[config.mk]
export PLATFORM = sky130hd
export DESIGN_NAME = eprom_erase_seq
export DESIGN_NICKNAME = d
export VERILOG_FILES = /design/src/rtl/eprom_erase_seq.sv
export SDC_FILE = /design/constraint.sdc
export NUM_CORES = 1
export LEC_CHECK = 0
export ABC_AREA = 1
export BUFFER_PORTS_ARGS = -buffer_cell sky130_fd_sc_hd__clkbuf_2
export CAP_MARGIN = 20
export CORE_MARGIN = 2
export CORE_UTILIZATION = 47
export DETAILED_ROUTE_END_ITERATION = 7
export PLACE_DENSITY_LB_ADDON = 0.05
export SYNTH_ARGS = -nofsm -noshare
export SYNTH_HDL_FRONTEND = slang
export SYNTH_SLANG_ARGS = --single-unit
[constraint.sdc]
create_clock -name clk -period 3.35 [get_ports clk]
set_input_delay 0.1675 -clock clk [delete_from_list [all_inputs] [get_ports clk]]
set_output_delay 0.1675 -clock clk [all_outputs]
set_load 0.1 [all_outputs]
[src/rtl/eprom_erase_seq.sv]
module eprom_erase_seq #(
  parameter int ADDR_W = 11
) (
  input  logic              clk,
  input  logic              rst,
  input  logic              start,
  output logic              busy,
  output logic [ADDR_W-1:0] waddr
);
  localparam int DEPTH = 1 << ADDR_W;
  localparam logic [ADDR_W-1:0] LAST = ADDR_W'(DEPTH - 1);

  always_ff @(posedge clk) begin
    if (rst) begin
      busy  <= 1'b1;
      waddr <= '0;
    end else if (busy) begin
      if (waddr == LAST) busy <= 1'b0;
      waddr <= waddr + 1'b1;
    end else if (start) begin
      busy  <= 1'b1;
      waddr <= '0;
    end
  end
endmodule

======== After elaboration in Yosys (flattened, before gate mapping) ========
Index checks and enable logic that the tools add are counted.
word-level totals
  bits in registers ....................... 12
  bits in latches ......................... 0
  bits in writable memories ............... 0
  bits in read-only memories .............. 0
  input bits .............................. 3
  word-level logic and storage cells ...... 10
  memories kept ........................... 0
cells by class
  add/sub/neg operators ................... 1
  $mul .................................... 0
  div/mod/pow operators ................... 0
  order comparisons ....................... 0
  equal/unequal tests ..................... 1
  shift-type cells ........................ 0
  multiplexer cells ....................... 5
  bitwise operators ....................... 0
  reductions and logical operators ........ 1
operator list
  kind                     number
  $mux W11                 2
  $add A11 B1 Y11 const B  1
  $eq A11 B11 Y1 const B   1
  $mux W1                  3
  $reduce_bool A2 Y1       1

======== Logic depth before layout (Yosys ltp) ========
  depth after elaboration ................. 3
  depth in mapped cells ................... 7

======== Worst setup path before layout ========
No wires, ideal clock.
  path type ............................... register to register
  start point ............................. reg waddr[0]
  end point ............................... reg waddr[4]
  arrival ................................. 1.814 ns
  required time ........................... 3.235 ns
  path slack .............................. 1.420 ns
  stages on the path, launching flop included .. 7
  path buffers ............................ 0
  cell sequence ........................... dfxtp_1 > ha_1 > nand2_1 > nor3_2 > o21ai_0 > o21ai_0 > inv_1
on the way
  cells in the longest elaborated chain, start to end .. 2
RTL lines
  item                      RTL line  text
  start: declaration        8         output logic [ADDR_W-1:0] waddr
  start signal: assignment  19        waddr <= waddr + 1'b1;
  $add A11 B1 Y11           19
  $mux W11                  17        end else if (busy) begin
No other way between the ends.
A chain may end at the register's enable or synchronous reset.

======== Final worst setup path ========
  start point ............................. reg busy
  end point ............................... out busy
RTL lines
  item                      RTL line  text
  start: declaration        7         output logic busy,
  start signal: assignment  15        busy <= 1'b1;
  start signal: assignment  18        if (waddr == LAST) busy <= 1'b0;
  start signal: assignment  21        busy <= 1'b1;
No word-level cell between the ends.

==> Flow_metrics.wiki <==
{| class="wikitable"
! Metric !! Value
|-
| Run status || finished clean
|-
| Count of flip-flops with a built-in enable after synthesis || 0
|-
| Worst endpoint data arrival time || 1390 ps
|-
| Die Y-Extent || 40.8 um
|-
| Power per Cell Area || 402 mW/mm^2
|-
| Final weighted congestion of routability-driven global placement || 0.861
|-
| Floorplan Core Area || 0.00128 sq mm
|-
| Residual antenna-violating net count after detailed routing || 0
|-
| Cell type with the highest aggregate area in the netlist || sky130_fd_sc_hd__dfxtp_1
|-
| Post-detailed-placement half-perimeter wirelength || 957 um
|-
| Ys flop type || sky130_fd_sc_hd__dfxtp_1
|-
| Portion of the clock cycle consumed by the worst path in the final layout || 0.465
|-
| Final setup viols || 0
|-
| Number of antenna cells inserted || 0
|-
| Initial DRT Pass Iterations || 4
|-
| Number of remaining DRC errors || 0
|-
| Synth Area in Simple Gates || 0.408
|-
| Transition time at the pin with the least slew margin || 540 ps
|-
| Combinational family with the most area after synthesis || simple AND/OR/NAND/NOR gates
|-
| Multiplexer area fraction after synthesis || 0
|-
| Hold path startpoint || rst
|-
| Kind of launch point of the worst setup path || register
|-
| Layout Area Growth over Synthesis || 17.8%
|-
| Number of buffers inserted by post-CTS setup repair || 0
|-
| Antenna violations before repair || 0
|-
| Skew final || 2.79 ps
|-
| Worst hold-check path type || primary input to register
|-
| Overflow left after global routing || 0
|-
| Critical path fanouts, max || 11
|-
| Share of final-layout standard cells stronger than drive strength 1 || 0.211
|-
| Total count of hold-check failures in the final report || 0
|-
| Number of DRC violations after detailed-routing iteration 0 || 6
|-
| Proportion of register bits with asynchronous set or reset after synthesis || 0
|-
| Count of cells along the worst hold path || 2
|-
| Clk slew on worst S/H paths || 70 ps
|-
| Utilization after layout || 0.585
|-
| Setup_tns || 0 ps
|-
| Clock tree sinks || 12
|-
| Number of storage elements in the synthesis netlist || 12
|-
| Max Root-Sink Buffers || 2
|-
| Clock tree from TritonCTS || done
|-
| Setup slack, reg-to-reg || 2070 ps
|-
| CP endpoint kind || output pin
|-
| Largest delay share family, worst path || flip-flops
|-
| Via count || 641
|-
| CTS Hold Bufs || 0
|-
| Worst VDD drop || 0.368 mV
|-
| CP Buf/Inv Count || 1
|-
| Leading post-synthesis cells by instance count || sky130_fd_sc_hd__nand2_1 (27), sky130_fd_sc_hd__nor2_1 (15), sky130_fd_sc_hd__dfxtp_1 (12), sky130_fd_sc_hd__inv_1 (12), sky130_fd_sc_hd__nand3_1 (8)
|-
| Worst Setup Path Type || register to output pin
|-
| Register area share after synthesis || 0.376
|-
| Die W || 40.8 um
|-
| Longest individual stage delay on the worst path || 580 ps
|-
| Total Die Area || 0.00167 sq mm
|-
| Critical path data required time || 3180 ps
|-
| Area of all placed cells without fillers || 752 sq um
|-
| Total CTS buffers || 3
|-
| First-pass GRT wire length || 2020 um
|-
| Distinct cells, synth || 14
|-
| Ports placed on the boundary || 15
|-
| Minimum period implied by the final worst setup slack || 1560 ps
|-
| Port Buf Inserts || 14
|-
| Num rows || 13
|-
| Count of yosys warnings during synthesis || 0
|-
| Max capacitance violation total || 0
|-
| Worst Setup Slack, final || 1790 ps
|-
| Number of nets in the synthesized netlist || 101
|-
| Vias in the first global route || 486
|-
| Depth of the CTS H-tree || 1
|-
| Initial standard-cell utilization of the core || 0.497
|-
| R2r worst-path depth || 5
|-
| Resize count post-CTS || 0
|-
| Unrepaired setup endpoints after global routing || false
|-
| Leak pwr || 0.342 nW
|-
| CP cell instances || clkbuf_2
|-
| Fmax achieved || 0.642 GHz
|-
| Synth Instances || 97
|-
| Normalized max-slew margin || 0.641
|-
| CTS Root Cell || sky130_fd_sc_hd__clkbuf_4
|-
| Syn Std Cell Area || 638 sq um
|-
| Area fraction in compound gates after synthesis || 0.102
|-
| Average cell area after synthesis || 6.58 sq um
|-
| Most instantiated library cell after synthesis || sky130_fd_sc_hd__nand2_1
|-
| Average wire per cell in the routed design || 9.84 um
|-
| Maximum number of pins on one net before global-route repair || 12
|-
| Cell types with the largest area share after synthesis || sky130_fd_sc_hd__dfxtp_1 (38%), sky130_fd_sc_hd__nand2_1 (16%), sky130_fd_sc_hd__nor2_1 (8.8%)
|-
| Cell with the biggest individual delay on the critical path || sky130_fd_sc_hd__dfxtp_1
|-
| Synth Area in Adders || 0.0196
|-
| Number of vias per cell || 4.97
|-
| Total routed wirelength || 1270 um
|-
| Endpoint of the worst hold path || waddr[1]$_SDFFE_PP0P_
|-
| Portion of synthesized cell area occupied by the leading cell type || 0.376
|-
| Post-Synth XOR/XNOR Area || 0
|-
| Post-placement setup slack || 2080 ps
|-
| Clock latency on the worst-skew pair || 270 ps
|-
| Startpoint of the lowest-slack register-to-register path || busy$_SDFF_PP1_
|-
| Dpl cell area || 716 sq um
|-
| Pins over their slew limit || 0
|-
| Total routing resource utilization after global routing || 0.191
|-
| Worst flop-to-flop path endpoint || waddr[4]$_SDFFE_PP0P_
|-
| Hold slack || 162 ps
|-
| Layout Nets || 119
|}
-- power by group --
part           switching, mW  internal [mW]  leakage (nW)
Sequential           0.00343          0.146        0.0973
Combinational         0.0312        0.00698         0.223
Clock                 0.0489         0.0661        0.0210
Total                 0.0836          0.219         0.342
-- how the worst max path moves through the flow --
stage	cells past startpoint	startpoint	to
detailed placement	5	busy$_SDFF_PP1_	waddr[4]$_SDFFE_PP0P_
floorplan	6	waddr[0]$_SDFFE_PP0P_	waddr[4]$_SDFFE_PP0P_
global placement	5	busy$_SDFF_PP1_	waddr[4]$_SDFFE_PP0P_
global route	1	busy$_SDFF_PP1_	busy
finish	1	busy$_SDFF_PP1_	busy
CTS	1	busy$_SDFF_PP1_	busy
-- layout by cell type, fill, tap and decap left out, drive strengths merged --
master,instances
nor3,1
inv,13
o21ai,6
nand4,2
ha,1
clkbuf,18
nand2,27
a21oi,7
dfxtp,12
nor2,19
nand3,8
-- metal layers --
layer / GRT usage / part of all wire / vias to the layer above / wire length, um
met2: 0.277 / 0.41 / 10 / 525
met3: 0.0326 / 0.032 / 4 / 41
met5: 0 / 0 / - / 0
met4: 0.125 / 0.023 / 0 / 29
met1: 0.254 / 0.53 / 284 / 673
li1: - / - / 343 / -
-- area by class of cell --
| type | instances | area (sq um) |
|---|---|---|
| Tap cell | 15 | 18.8 |
| Timing Repair Buffer | 14 | 70.1 |
| Clock buffer | 4 | 36.3 |
| Sequential cell | 12 | 240 |
| Multi-Input combinational cell | 71 | 338 |
| Fill cell | 140 | 533 |
| Inverter | 13 | 48.8 |
-- sequential cells by signal (all words and copies together), names as in the netlist --
| register | cells |
|---|---|
| busy | 1 |
| waddr | 11 |
-- through the flow --
stage / std cells / power [mW]
after global routing: 129 / 0.317
after floorplan: 97 / 0.183
after detailed placement: 125 / 0.191
final: 129 / 0.302
after CTS: 129 / 0.309
after global placement: 125 / 0.190
-- logic make-up after synthesis --
group / count (synthesis)
and+or+nand+nor: 57
buffers and inverters: 14
adders and majority gates: 1
AOI/OAI and AO/OA: 13
DFF: 12
No activity file was read; power rests on OpenSTA's default activity.
